## src/rtl/tlb_fault_pkg.sv

```systemverilog
package tlb_fault_pkg;

  typedef enum logic [1:0] {
    FK_REFILL   = 2'd0,
    FK_INVALID  = 2'd1,
    FK_MODIFIED = 2'd2,
    FK_UNUSED   = 2'd3
  } faultKind_e;

  localparam int EXC_W = 5;

  localparam logic [EXC_W-1:0] EXC_MODIFIED = 5'd1;
  localparam logic [EXC_W-1:0] EXC_LOAD     = 5'd2;
  localparam logic [EXC_W-1:0] EXC_STORE    = 5'd3;

  // Control-to-datapath strobe bundle, decoded in the fault cycle
  typedef struct packed {
    logic             capture;     // accept this fault
    logic             saveEpc;     // exception level was clear
    logic             generalVec;  // use the general vector offset
    logic [EXC_W-1:0] excCode;
  } entryCtrl_t;

endpackage

```

## src/rtl/tlb_fault_ctrl.sv

```systemverilog
module tlb_fault_ctrl
  import tlb_fault_pkg::*;
(
  input  logic             clk,
  input  logic             rstN,
  input  logic             faultValid,
  input  logic [1:0]       faultKind,
  input  logic             faultIsStore,
  input  logic             exlIn,
  output entryCtrl_t       ctrlNow,
  output logic             regWePulse,
  output logic             epcWePulse,
  output logic [EXC_W-1:0] excCodeQ
);

  faultKind_e kind;
  logic       kindKnown;

  assign kind      = faultKind_e'(faultKind);
  assign kindKnown = (kind != FK_UNUSED);

  // Decode: the exception level is taken as sampled with the fault,
  // before this block's own exlWe can change it.
  always_comb begin
    ctrlNow            = '0;
    ctrlNow.capture    = faultValid && kindKnown;
    ctrlNow.saveEpc    = faultValid && kindKnown && !exlIn;
    ctrlNow.generalVec = !((kind == FK_REFILL) && !exlIn);
    unique case (kind)
      FK_MODIFIED: ctrlNow.excCode = EXC_MODIFIED;
      FK_REFILL,
      FK_INVALID:  ctrlNow.excCode = faultIsStore ? EXC_STORE : EXC_LOAD;
      default:     ctrlNow.excCode = '0;
    endcase
  end

  always_ff @(posedge clk or negedge rstN) begin
    if (!rstN) begin
      regWePulse <= 1'b0;
      epcWePulse <= 1'b0;
      excCodeQ   <= '0;
    end else begin
      regWePulse <= ctrlNow.capture;
      epcWePulse <= ctrlNow.saveEpc;
      if (ctrlNow.capture) begin
        excCodeQ <= ctrlNow.excCode;
      end
    end
  end

endmodule

```

## src/rtl/tlb_fault_dp.sv

```systemverilog
module tlb_fault_dp
  import tlb_fault_pkg::*;
#(
  parameter int ADDR_W       = 32,
  parameter int ASID_W       = 8,
  parameter int VPN2_LSB     = 13,
  parameter int CTX_VPN_LSB  = 4,
  parameter logic [ADDR_W-1:0] GEN_VEC_OFF = 'h180
) (
  input  logic              clk,
  input  logic              rstN,
  input  entryCtrl_t        ctrlNow,
  input  logic [ADDR_W-1:0] faultAddr,
  input  logic [ASID_W-1:0] curAsid,
  input  logic [ADDR_W-1:0] faultPc,
  input  logic [ADDR_W-1:0] ebaseIn,
  input  logic [ADDR_W-1:0] contextIn,
  output logic [ADDR_W-1:0] badVAddrQ,
  output logic [ADDR_W-1:0] entryHiQ,
  output logic [ADDR_W-1:0] contextQ,
  output logic [ADDR_W-1:0] epcQ,
  output logic              redirectQ,
  output logic [ADDR_W-1:0] redirectPcQ
);

  localparam int VPN2_W = ADDR_W - VPN2_LSB;
  localparam int VPNX_W = 2;
  localparam int PAD_W  = VPN2_LSB - VPNX_W - ASID_W;

  logic [VPN2_W-1:0] vpn2;
  logic [ADDR_W-1:0] entryHiNext;
  logic [ADDR_W-1:0] contextNext;
  logic [ADDR_W-1:0] vectorNext;

  assign vpn2 = faultAddr[ADDR_W-1:VPN2_LSB];

  generate
    if (PAD_W > 0) begin : g_pad
      assign entryHiNext = {vpn2, faultAddr[VPN2_LSB-1 -: VPNX_W],
                            {PAD_W{1'b0}}, curAsid};
    end else begin : g_nopad
      assign entryHiNext = {vpn2, faultAddr[VPN2_LSB-1 -: VPNX_W], curAsid};
    end
  endgenerate

  always_comb begin
    contextNext = contextIn;
    contextNext[CTX_VPN_LSB +: VPN2_W] = vpn2;
  end

  assign vectorNext = ctrlNow.generalVec ? (ebaseIn + GEN_VEC_OFF) : ebaseIn;

  always_ff @(posedge clk or negedge rstN) begin
    if (!rstN) begin
      badVAddrQ   <= '0;
      entryHiQ    <= '0;
      contextQ    <= '0;
      epcQ        <= '0;
      redirectQ   <= 1'b0;
      redirectPcQ <= '0;
    end else begin
      redirectQ <= ctrlNow.capture;
      if (ctrlNow.capture) begin
        badVAddrQ   <= faultAddr;
        entryHiQ    <= entryHiNext;
        contextQ    <= contextNext;
        redirectPcQ <= vectorNext;
      end
      if (ctrlNow.saveEpc) begin
        epcQ <= faultPc;
      end
    end
  end

endmodule

```

## src/rtl/tlb_fault_entry.sv

```systemverilog
module tlb_fault_entry
  import tlb_fault_pkg::*;
#(
  parameter int ADDR_W = 32,
  parameter int ASID_W = 8
) (
  input  logic              clk,
  input  logic              rstN,
  input  logic              faultValid,
  input  logic [1:0]        faultKind,
  input  logic              faultIsStore,
  input  logic [ADDR_W-1:0] faultAddr,
  input  logic [ASID_W-1:0] curAsid,
  input  logic [ADDR_W-1:0] faultPc,
  input  logic              exlIn,
  input  logic [ADDR_W-1:0] ebaseIn,
  input  logic [ADDR_W-1:0] contextIn,
  output logic              badVAddrWe,
  output logic [ADDR_W-1:0] badVAddrData,
  output logic              entryHiWe,
  output logic [ADDR_W-1:0] entryHiData,
  output logic              contextWe,
  output logic [ADDR_W-1:0] contextData,
  output logic              causeWe,
  output logic [4:0]        causeExcCode,
  output logic              epcWe,
  output logic [ADDR_W-1:0] epcData,
  output logic              exlWe,
  output logic              redirectValid,
  output logic [ADDR_W-1:0] redirectPc
);

  entryCtrl_t ctrlNow;
  logic       regWePulse;

  tlb_fault_ctrl u_ctrl (
    .clk          (clk),
    .rstN         (rstN),
    .faultValid   (faultValid),
    .faultKind    (faultKind),
    .faultIsStore (faultIsStore),
    .exlIn        (exlIn),
    .ctrlNow      (ctrlNow),
    .regWePulse   (regWePulse),
    .epcWePulse   (epcWe),
    .excCodeQ     (causeExcCode)
  );

  tlb_fault_dp #(
    .ADDR_W (ADDR_W),
    .ASID_W (ASID_W)
  ) u_dp (
    .clk         (clk),
    .rstN        (rstN),
    .ctrlNow     (ctrlNow),
    .faultAddr   (faultAddr),
    .curAsid     (curAsid),
    .faultPc     (faultPc),
    .ebaseIn     (ebaseIn),
    .contextIn   (contextIn),
    .badVAddrQ   (badVAddrData),
    .entryHiQ    (entryHiData),
    .contextQ    (contextData),
    .epcQ        (epcData),
    .redirectQ   (redirectValid),
    .redirectPcQ (redirectPc)
  );

  assign badVAddrWe = regWePulse;
  assign entryHiWe  = regWePulse;
  assign contextWe  = regWePulse;
  assign causeWe    = regWePulse;
  assign exlWe      = regWePulse;

endmodule

```

## config.mk

```make
export PLATFORM = sky130hd
export DESIGN_NAME = tlb_fault_entry
export DESIGN_NICKNAME = d
export VERILOG_FILES = /design/src/rtl/tlb_fault_pkg.sv /design/src/rtl/tlb_fault_ctrl.sv /design/src/rtl/tlb_fault_dp.sv /design/src/rtl/tlb_fault_entry.sv
export SDC_FILE = /design/constraint.sdc
export NUM_CORES = 1
export LEC_CHECK = 0
export BUFFER_PORTS_ARGS = -buffer_cell sky130_fd_sc_hd__buf_2
export CAP_MARGIN = 20
export CORE_MARGIN = 8
export CORE_UTILIZATION = 47
export DETAILED_ROUTE_END_ITERATION = 6
export GPL_ROUTABILITY_DRIVEN = 0
export HOLD_SLACK_MARGIN = 0.12
export PLACE_DENSITY = 0.88
export SETUP_SLACK_MARGIN = 0.02
export SYNTH_ARGS = -nofsm -noshare
export SYNTH_HDL_FRONTEND = slang
export SYNTH_SLANG_ARGS = --single-unit
```

## constraint.sdc

```tcl
create_clock -name clk -period 1.91 [get_ports clk]
set_input_delay 0.191 -clock clk [delete_from_list [all_inputs] [get_ports clk]]
set_output_delay 0.191 -clock clk [all_outputs]
set_load 0.02 [all_outputs]
```

==> results.txt, run 1 <==
----------------------------------------------------
[Setup path]
  Crit Path Max Fanout ... between 80 and 90
  Setup Crit Path Kind ... input pin to flip-flop
  Required time of the critical path ... 2.25 ns
  Nature of the critical path endpoint ... flip-flop
  Worst flop-to-flop path endpoint ... u_dp.epcQ[12]$_DFFE_PN0P_
  Kind of launch point of the worst setup path ... input pin
  Worst path arrival time ... around 2.1 ns
  Cell depth of the worst flop-to-flop path ... 1
  Register-to-register setup slack ... between 1 and 1.5 ns
  R2r startpoint ... u_dp.epcQ[12]$_DFFE_PN0P_

[Min path]
  Beginning of the worst hold path ... ebaseIn[13]
  WHS Path Cells ... 3
  End point of the worst hold path ... u_dp.redirectPcQ[13]$_DFFE_PN0P_
  Worst Hold Class ... input pin to flip-flop

[Timing]
  Setup violators final ... 0
  Max-slew violation count ... 0
  Setup TNS after final layout ... 0 ns
  Post-route clock skew ... 0 ns
  Worst-margin pin slew ... 0.511 ns
  Number of failing hold endpoints at the final stage ... 0
  Fmax ... 558 MHz
  Post-route clock period utilization ... 0.938
  Final worst path period need ... 1.79 ns
  Worst slew margin relative to its limit ... 0.657
  Slack of the critical path ... 0.119 ns
  Unrepaired setup endpoints after global routing ... no

[Pwr]
  Switching power as a share of total power ... 0.313
  Power Total ... between 8 and 9 mW
  Combinational share of power ... 0.238
  Net Switching ... 2.72 mW
  P_int ... between 5 and 6 mW
  Leakage dissipation ... 4.41 nW
  Sequential share of power ... 0.361
  Total power divided by cell area ... 1030 nW/um^2
  Highest ir drop seen on vdd ... 656 uV
  Clk pwr share ... 0.401

[Synthesis]
  Register bit total from synthesis ... 121
  Post-Synthesis Mean Instance Area ... 9.85 sq um
  Dominant combinational cell family by area after synthesis ... simple AND/OR/NAND/NOR gates
  Adder-Cell Fraction of Synth Area ... 0.00232
  Count of cell types in the netlist ... 42
  Cell area after technology mapping ... 5400 sq um
  Number of instances in the synthesized netlist ... 548
  Fraction of the yosys area taken by sequential cells ... 0.561
  Xor/xnor share of the synthesized area ... 0.0162
  Post-synthesis compound-gate area fraction ... 0.0478
  Yosys warnings ... 0
  Synthesized-area fraction occupied by and/or/nand/nor cells ... 0.210
  Mux cell area share after synthesis ... 0.0668

[Route]
  Top layer reached by signal wires ... met4
  Met3 routed WL ... around 1800 microns
  Wire length on met2 ... 10300 microns
  Iteration-0 DRC Markers ... 448
  Ratio of routed vias to standard cells ... 5.08
  Number of vias in the routed layout ... 5443
  Aggregate routed wire length ... 19900 microns
  Count of unresolved DRC violations after routing ... 0
  TritonRoute pass-1 iters ... 5
  Routed met1 length ... 6820 microns
  DRT antenna net count ... 0
  Average routed wire per standard cell ... 18.5 microns

[GRT]
  Number of global-route vias before repair ... ~5600
  Antenna violations before repair ... 5
  Maximum number of pins on one net before global-route repair ... 89
  Global-route wire length before repair ... 29600 microns
  Total GRT Usage ... 0.251
  Leftover overflow at the end of global routing ... 0

[Floorplanning]
  Cell Rows ... 39
  Top-level port count ... 315
  Die width ... 123 microns
  Die Area ... 15200 sq um
  Core outline area ... approximately 11000 sq um
  Die Y ... between 100 and 150 microns
  Starting density of the core ... 0.477

[Clocking]
  Total clock buffers created by CTS ... 17
  Clock latency reported for the late side of the worst-skew pair ... 0.39 ns
  Clock tree from TritonCTS ... done
  # resized after CTS ... 0
  Level count of the clock H-tree ... 4
  CTS Sinks ... 121
  Number of buffers inserted by hold repair at cts ... 110
  Post-CTS repair timing setup buffer count ... 0
  Max clock buf depth ... 2
  CTS Root Buffer Type ... clkbuf_16
  CTS clk-pin slew, worst paths ... 0.06 ns

[Placed design]
  Number of buffers inserted by port buffering ... 289
  Worst Setup Slack post-DPL ... -0.00344 ns
  Cell total after placement ... 924
  Detailed-placement wirelength estimate ... 12400 microns

[Run]
  Number of maximum-capacitance constraint violations ... 0

[Layout]
  Fraction of final layout cells sized beyond drive strength 1 ... 0.405
  Sequential Area ... between 3000 and 4000 sq um
  Fill cell total of the finished layout ... 717
  Number of standard cells in the layout, taps in and fillers out ... 1071
  Commonest cells after routing, fill and taps aside ... buf_2 (288), nand2_1 (203), dfrtp_1 (121), dlygate4sd3_1 (110), mux2_2 (32)
  Total number of nets in the final design ... between 1000 and 1500
  Most common cell after layout, fill and taps aside ... buf_2
  Area of combinational cells with multiple inputs ... 1880 sq um
  Layout overhead on the synthesized area ... 56.9%

[Run status]
  Outcome ... completed

----------------------------------------------------
cell families (layout without fill, tap and decap cells):
kind of cell | count (synthesis) | count (layout)
adders and majority gates | 1 | 1
muxes | 32 | 32
and+or+nand+nor | 263 | 263
buffers and inverters | 78 | 448
other | 1 | 11
AOI/OAI and AO/OA | 42 | 42
DFF | 121 | 121
xor gates and xnor gates | 10 | 10
cells in the mapped netlist:
| master | n | area, sq um |
|---|---|---|
| nand2_1 | 203 | 762 |
| dfrtp_1 | 121 | 3030 |
| buf_4 | 51 | 383 |
| mux2_2 | 32 | 360 |
| o21ai_0 | 19 | 95.1 |
| nor2_1 | 16 | 60.1 |
| a31oi_1 | 12 | 75.1 |
| clkbuf_1 | 12 | 45.0 |
| nand3_1 | 8 | 40.0 |
| or4_1 | 7 | 52.6 |
| nand4_1 | 6 | 37.5 |
| or3_1 | 6 | 37.5 |
| o31ai_1 | 5 | 37.5 |
| xnor2_1 | 5 | 43.8 |
| xor2_1 | 5 | 43.8 |
| buf_1 | 4 | 15.0 |
| inv_1 | 4 | 15.0 |
| and4_1 | 3 | 26.3 |
| buf_2 | 3 | 15.0 |
| buf_6 | 2 | 22.5 |
| o211ai_1 | 2 | 15.0 |
| or2_2 | 2 | 12.5 |
| a21oi_1 | 1 | 5.00 |
| and2_1 | 1 | 6.26 |
| and3_2 | 1 | 7.51 |
| clkbuf_8 | 1 | 13.8 |
| conb_1 | 1 | 3.75 |
| ha_1 | 1 | 12.5 |
| inv_2 | 1 | 3.75 |
| nand2_2 | 1 | 6.26 |
| nand3b_1 | 1 | 7.51 |
| nand4_2 | 1 | 12.5 |
| nand4b_2 | 1 | 15.0 |
| nor2b_1 | 1 | 6.26 |
| nor3_2 | 1 | 10.0 |
| nor3b_1 | 1 | 7.51 |
| nor4_1 | 1 | 6.26 |
| o2111a_1 | 1 | 11.3 |
| o311a_1 | 1 | 10.0 |
| o41ai_1 | 1 | 8.76 |
| or3_4 | 1 | 11.3 |
| or4b_1 | 1 | 10.0 |
power by group through the flow:
| stage | logic, mW | registers, mW | clock network [mW] |
|---|---|---|---|
| 2_1_floorplan | 0.730 | 3.58 | 0 |
| 3_3_place_gp | 1.83 | 3.13 | 0 |
| 3_5_place_dp | 1.87 | 3.16 | 0 |
| 4_1_cts | 2.05 | 3.12 | 3.50 |
| 5_1_grt | 2.21 | 3.18 | 3.64 |
| 6_report | 2.07 | 3.14 | 3.48 |
worst max-delay path, cell delays in order:
cell	delay (ns)
buf_2	0.14
nand2_1	0.10
nand2_4	0.14
buf_4	0.21
inv_2	0.08
buf_12	0.32
o21ai_0	0.19
dlygate4sd3_1	0.62
nand2_1	0.07
per-layer routing:
| layer | up-vias | track usage |
|---|---|---|
| li1 | 2473 | - |
| met1 | 2600 | 0.264 |
| met2 | 309 | 0.445 |
| met3 | 61 | 0.0689 |
| met4 | 0 | 0.145 |
| met5 | - | 0 |
area by class of cell:
type | instances | share of cell area
diodes | 5 | 0.00148
clock buffers | 20 | 0.0539
clock inverters | 12 | 0.0220
inverters | 5 | 0.00222
multi-input cells | 354 | 0.222
flip-flops and latches | 121 | 0.358
well taps | 143 | 0.0211
repair buffers | 411 | 0.319
state kept, by name, indices dropped and copies added (netlist names):
register and flops:
u_dp.epcQ 32, u_dp.contextQ 32, u_dp.redirectPcQ 32, u_dp.redirectQ 1, u_dp.badVAddrQ 13, u_ctrl.epcWePulse 1, u_dp.entryHiQ 8, u_ctrl.excCodeQ 2
metrics by stage:
step                       util  cell area, sq um  hold WS [ns]
after global routing      0.748              8470         0.159
after global placement    0.593              6710         0.185
after CTS                 0.747              8450         0.128
after detailed placement  0.593              6710         0.189
after floorplan               -              5420        -0.105
final                     0.748              8470         0.170
how the worst max path moves through the flow:
stage	end	depth (start not counted)	startpoint
after floorplan	u_dp.redirectPcQ[19]$_DFFE_PN0P_	7	ebaseIn[7]
after global placement	u_dp.redirectPcQ[21]$_DFFE_PN0P_	7	ebaseIn[7]
after detailed placement	u_dp.redirectPcQ[29]$_DFFE_PN0P_	7	ebaseIn[7]
after CTS	u_dp.redirectPcQ[31]$_DFFE_PN0P_	6	ebaseIn[21]
after global routing	u_dp.redirectPcQ[31]$_DFFE_PN0P_	6	ebaseIn[20]
final	u_ctrl.excCodeQ[0]$_DFFE_PN0P_	9	faultKind[1]
No activity file was read; power rests on OpenSTA's default activity.
==> run 2: changes to the inputs <==
- SYNTH_HIERARCHICAL: not set -> 1
==> results.txt, run 2 <==
----------------------------------------------------
[Route]
  Iteration-0 DRC Markers ... 382 (-15%)
  TritonRoute pass-1 iters ... 4 (-1)
  Number of vias in the routed layout ... 4784 (-12%)
  Aggregate routed wire length ... 18500 microns (-6.8%)
  Count of unresolved DRC violations after routing ... 0 (unchanged)
  Average routed wire per standard cell ... 19.8 microns (+6.9%)
  DRT antenna net count ... 0 (unchanged)
  Ratio of routed vias to standard cells ... 5.12 (+0.78%)

[Synthesis]
  Yosys warnings ... 6 (+6)
  Cell area after technology mapping ... 5380 sq um (-0.35%)
  Number of instances in the synthesized netlist ... 418 (-24%)
  Post-Synthesis Mean Instance Area ... 12.9 sq um (+31%)

[GRT]
  Number of global-route vias before repair ... 5103 (-8.9%)
  Total GRT Usage ... 0.237 (-0.0145)
  Maximum number of pins on one net before global-route repair ... 123 (+38%)
  Antenna violations before repair ... 1 (-4)
  Global-route wire length before repair ... 27700 microns (-6.4%)
  Leftover overflow at the end of global routing ... 0 (unchanged)

[Layout]
  Fraction of final layout cells sized beyond drive strength 1 ... 0.546 (+0.141)
  Layout overhead on the synthesized area ... 55.9%
  Most common cell after layout, fill and taps aside ... buf_2
  Biggest regs ... u_dp/epcQ (32), u_dp/redirectPcQ (32), u_dp/badVAddrQ (31)
  Commonest cells after routing, fill and taps aside ... buf_2 (288), dfrtp_1 (122), dlygate4sd3_1 (105), mux2_2 (93), nor2_1 (26)
  Total number of nets in the final design ... 918 (-13%)

[Clocking]
  Clock latency reported for the late side of the worst-skew pair ... 0.40 ns (about the same)
  Total clock buffers created by CTS ... 17 (unchanged)
  Number of buffers inserted by hold repair at cts ... 105 (-4.5%)
  Post-CTS repair timing setup buffer count ... 0 (unchanged)
  Level count of the clock H-tree ... 4 (unchanged)
  Max clock buf depth ... 2 (unchanged)
  # resized after CTS ... 0 (unchanged)
  CTS Sinks ... 122 (+0.83%)
  CTS clk-pin slew, worst paths ... 0.05 ns (about the same)
  Clock tree from TritonCTS ... done
  CTS Root Buffer Type ... clkbuf_16

[Min path]
  Beginning of the worst hold path ... ebaseIn[9]
  Worst Hold Class ... input pin to flip-flop

[Timing]
  Max-slew violation count ... 0 (unchanged)
  Setup TNS after final layout ... 0 ns (unchanged)
  Fmax ... 571 MHz (+2.3%)
  Final worst path period need ... 1.75 ns (-0.0409 ns)
  Setup violators final ... 0 (unchanged)
  Unrepaired setup endpoints after global routing ... no
  Worst-margin pin slew ... 0.673 ns (+0.161 ns)
  Post-route clock period utilization ... 0.916 (-0.0214)
  Slack of the critical path ... 0.160 ns (+0.0409 ns)
  Number of failing hold endpoints at the final stage ... 0 (unchanged)
  Worst slew margin relative to its limit ... 0.551 (-0.106)
  Post-route clock skew ... 0 ns (unchanged)

[Setup path]
  Critical-path top delay cell ... dlygate4sd3_1
  Worst path arrival time ... 2.05 ns (-0.08 ns)
  Crit Path Max Fanout ... 7 (-92%)
  Crit path from ... ebaseIn[13]
  Nature of the critical path endpoint ... flip-flop
  Required time of the critical path ... 2.21 ns (-0.04 ns)
  Slowest stage delay, CP ... 0.52 ns (-0.10 ns)
  Setup Crit Path Kind ... input pin to flip-flop
  R2r startpoint ... u_dp/badVAddrQ[14]$_DFFE_PN0P_
  Ordered list of cells on the worst path ... dlygate4sd3_1 > buf_2 > and3_1 > nand3_2 > or4_1 > a31oi_1
  Kind of launch point of the worst setup path ... input pin

[Floorplanning]
  Starting density of the core ... 0.477 (about the same)
  Die Area ... 15100 sq um (-0.30%)
  Die width ... 123 microns (-0.15%)
  Top-level port count ... 315 (unchanged)
  Die Y ... 123 microns (-0.15%)
  Cell Rows ... 39 (unchanged)
  Core outline area ... 11300 sq um (-0.43%)

[Placed design]
  Detailed-placement wirelength estimate ... 11500 microns (-7.4%)
  Worst Setup Slack post-DPL ... 0.0874 ns (+0.0909 ns)
  Number of buffers inserted by port buffering ... 289 (unchanged)

[Pwr]
  Highest ir drop seen on vdd ... 780 uV (+19%)
  Leakage dissipation ... 3.99 nW (-9.6%)
  Total power divided by cell area ... 1050 nW/um^2 (+2.6%)

[Run]
  Number of maximum-capacitance constraint violations ... 0 (unchanged)

[Run status]
  Outcome ... completed

----------------------------------------------------
## run 2: stage by stage
stage	std cells	util	total power, mW	hold slack, ns	area, sq um
finish	934	0.744	8.84	0.144	8380
global route	931	0.743	9.19	0.137	8380
CTS	930	0.743	8.82	0.125	8370
detailed placement	793	0.593	5.16	0.340	6680
global placement	793	0.593	5.08	0.323	6680
floorplan	422	-	4.46	-0.105	5390
## run 2: worst paths after layout
| kind | slack, ns | cells after the start | endpoint |
|---|---|---|---|
| worst min-delay path | 0.14 | 3 | u_dp/redirectPcQ[9]$_DFFE_PN0P_ |
| max in group asynchronous | 0.99 | 3 | u_dp/contextQ[0]$_DFFE_PN0P_ |
| min in group asynchronous | 0.38 | 3 | u_dp/redirectPcQ[23]$_DFFE_PN0P_ |
| worst max register to register | 1.07 | 1 | u_dp/badVAddrQ[14]$_DFFE_PN0P_ |
| worst max-delay path | 0.16 | 6 | u_dp/redirectPcQ[29]$_DFFE_PN0P_ |
| worst min register to register | 0.50 | 1 | u_dp/badVAddrQ[9]$_DFFE_PN0P_ |
## run 2: final cells by class
| class | instances | area, sq um |
|---|---|---|
| inverter | 4 | 15.0 |
| clock buffer | 19 | 443 |
| multi-input combinational | 227 | 1880 |
| antenna | 4 | 10.0 |
| fill | 700 | 2890 |
| sequential | 122 | 3050 |
| clock inverter | 13 | 199 |
| tap | 143 | 179 |
| timing repair buffer | 402 | 2610 |
## run 2: layer usage
metal  vias to the layer above  track usage  wire (microns)
met5                         -            0               0
met1                      2354        0.240            6370
met4                         0        0.114             559
li1                       2132            -               -
met2                       250        0.440           10100
met3                        48       0.0667            1450
## run 2: power by group
part / internal [mW] / leakage (nW) / total (mW) / switching, mW
clock network: 2.34 / 0.313 / 3.48 / 1.14
registers: 2.96 / 1.42 / 3.20 / 0.241
logic: 0.887 / 2.26 / 2.16 / 1.27
## run 2: worst max-delay path: cells and delay by family
family          cells  cell delay [ns]
buf+inv             2             0.65
simple gates        3             0.97
compound gates      1             0.25
==> run 3: changes to the inputs <==
- RECOVER_POWER: not set -> 25
==> results.txt, run 3 (synthesis results as in run 2) <==
----------------------------------------------------
[Timing]
  Worst slew margin relative to its limit ... 0.275 (-0.277)
  Post-route clock period utilization ... 0.921 (+0.00461)
  Post-route clock skew ... 0 ns (unchanged)
  Number of failing hold endpoints at the final stage ... 0 (unchanged)
  Setup TNS after final layout ... 0 ns (unchanged)
  Final worst path period need ... 1.76 ns (+0.00881 ns)
  Worst hold slack after final layout ... 0.144 ns (-0.000343 ns)
  Max-slew violation count ... 0 (unchanged)
  Setup violators final ... 0 (unchanged)
  Worst-margin pin slew ... 1.09 ns (+0.415 ns)
  Fmax ... 569 MHz (-0.50%)
  Unrepaired setup endpoints after global routing ... no

[Run status]
  Outcome ... completed

[Placed design]
  Number of buffers inserted by port buffering ... 289 (unchanged)
  Detailed-placement wirelength estimate ... 11500 microns (unchanged)

[Floorplanning]
  Die Area ... 15100 sq um (unchanged)
  Starting density of the core ... 0.477 (unchanged)
  Top-level port count ... 315 (unchanged)
  Cell Rows ... 39 (unchanged)
  Core outline area ... 11300 sq um (unchanged)
  Die Y ... 123 microns (unchanged)
  Die width ... 123 microns (unchanged)

[Clocking]
  CTS Sinks ... 122 (unchanged)
  CTS Root Buffer Type ... clkbuf_16
  Level count of the clock H-tree ... 4 (unchanged)
  Max clock buf depth ... 2 (unchanged)
  Post-CTS repair timing setup buffer count ... 0 (unchanged)
  Total clock buffers created by CTS ... 17 (unchanged)
  Clock latency reported for the late side of the worst-skew pair ... 0.40 ns (about the same)
  Clock tree from TritonCTS ... done
  # resized after CTS ... 0 (unchanged)
  Number of buffers inserted by hold repair at cts ... 105 (unchanged)
  CTS clk-pin slew, worst paths ... 0.05 ns (about the same)

[Setup path]
  Critical-path top delay cell ... dlygate4sd3_1
  Worst path arrival time ... 2.06 ns (about the same)
  Required time of the critical path ... 2.22 ns (about the same)
  Ordered list of cells on the worst path ... dlygate4sd3_1 > buf_2 > and3_1 > nand3_2 > or4_1 > a31oi_1
  Setup Crit Path Kind ... input pin to flip-flop
  Logic depth of the worst setup path including buffers ... 6 (unchanged)
  Top Family by Delay on Critical Path ... simple AND/OR/NAND/NOR gates
  Crit Path Max Fanout ... 7 (unchanged)
  Slowest stage delay, CP ... 0.52 ns (about the same)
  Kind of launch point of the worst setup path ... input pin
  Sum of buffers and inverters on the critical path ... 2 (unchanged)
  Nature of the critical path endpoint ... flip-flop
  Cell depth of the worst flop-to-flop path ... 1 (unchanged)

[Route]
  TritonRoute pass-1 iters ... 5 (+1)
  Aggregate routed wire length ... 18500 microns (-0.28%)
  Ratio of routed vias to standard cells ... 5.08 (-0.79%)
  Iteration-0 DRC Markers ... 378 (-1.0%)
  Count of unresolved DRC violations after routing ... 0 (unchanged)
  Number of vias in the routed layout ... 4746 (-0.79%)
  Average routed wire per standard cell ... 19.8 microns (-0.28%)
  DRT antenna net count ... 0 (unchanged)

[Layout]
  Fraction of final layout cells sized beyond drive strength 1 ... 0.545 (-0.00127)
  Biggest regs ... u_dp/epcQ (32), u_dp/redirectPcQ (32), u_dp/badVAddrQ (31)
  Layout overhead on the synthesized area ... 55.7%
  Most common cell after layout, fill and taps aside ... buf_2
  Commonest cells after routing, fill and taps aside ... buf_2 (287), dfrtp_1 (122), dlygate4sd3_1 (105), mux2_2 (93), nor2_1 (26)
  Total number of nets in the final design ... 918 (unchanged)

[GRT]
  Leftover overflow at the end of global routing ... 0 (unchanged)
  Antenna violations before repair ... 1 (unchanged)
  Maximum number of pins on one net before global-route repair ... 123 (unchanged)
  Total GRT Usage ... 0.237 (unchanged)
  Number of global-route vias before repair ... 5103 (unchanged)
  Global-route wire length before repair ... 27700 microns (unchanged)

[Min path]
  Worst Hold Class ... input pin to flip-flop
  WHS Path Cells ... 3 (unchanged)

[Pwr]
  Leakage dissipation ... 3.98 nW (-0.16%)
  Highest ir drop seen on vdd ... 780 uV (about the same)
  Total power divided by cell area ... 1050 nW/um^2 (about the same)

[Run]
  Number of maximum-capacitance constraint violations ... 0 (unchanged)

----------------------------------------------------
run 3: cell types whose count changed in the layout (fill, tap and decap cells not counted):
cell,delta
buf_12,-1
buf_2,-1
buf_4,-1
buf_6,+1
clkbuf_1,+1
clkbuf_4,+1
run 3: area by class of cell:
class | instances | area (sq um)
timing repair buffer | 402 | 2600
sequential | 122 | 3050
tap | 143 | 179
clock buffer | 19 | 443
clock inverter | 13 | 199
multi-input combinational | 227 | 1880
inverter | 4 | 15.0
fill | 702 | 2900
antenna | 4 | 10.0
run 3: final timing paths:
| path | startpoint | endpoint | slack [ns] |
|---|---|---|---|
| max | ebaseIn[13] | u_dp/redirectPcQ[29]$_DFFE_PN0P_ | 0.15 |
| min | ebaseIn[9] | u_dp/redirectPcQ[9]$_DFFE_PN0P_ | 0.14 |
| max reg2reg | u_dp/badVAddrQ[14]$_DFFE_PN0P_ | u_dp/badVAddrQ[14]$_DFFE_PN0P_ | 1.07 |
| min reg2reg | u_dp/badVAddrQ[4]$_DFFE_PN0P_ | u_dp/badVAddrQ[4]$_DFFE_PN0P_ | 0.50 |
| max in group asynchronous | rstN | u_dp/badVAddrQ[26]$_DFFE_PN0P_ | 0.58 |
| min in group asynchronous | rstN | u_dp/redirectPcQ[23]$_DFFE_PN0P_ | 0.60 |
run 3: routing by layer:
metal / wire length [microns] / global-route usage
met1: 6200 / 0.240
met2: 10200 / 0.440
met3: 1540 / 0.0667
met4: 565 / 0.114
met5: 0 / 0
run 3: metrics by stage:
stage          utilization  worst slack, ns  instance area (sq um)  total power, mW  cells
2_1_floorplan            -            0.370                   5390             4.46    422
3_3_place_gp         0.593            0.117                   6680             5.08    793
6_report             0.743            0.151                   8370             8.83    934
5_1_grt              0.742            0.114                   8370             9.18    931
3_5_place_dp         0.593           0.0874                   6680             5.16    793
4_1_cts              0.743            0.221                   8370             8.82    930
run 3: report_power, final:
| group | leakage, nW | internal [mW] | switching, mW |
|---|---|---|---|
| Clock | 0.313 | 2.34 | 1.14 |
| Combinational | 2.26 | 0.884 | 1.27 |
| Sequential | 1.42 | 2.96 | 0.241 |
| Total | 3.98 | 6.18 | 2.66 |
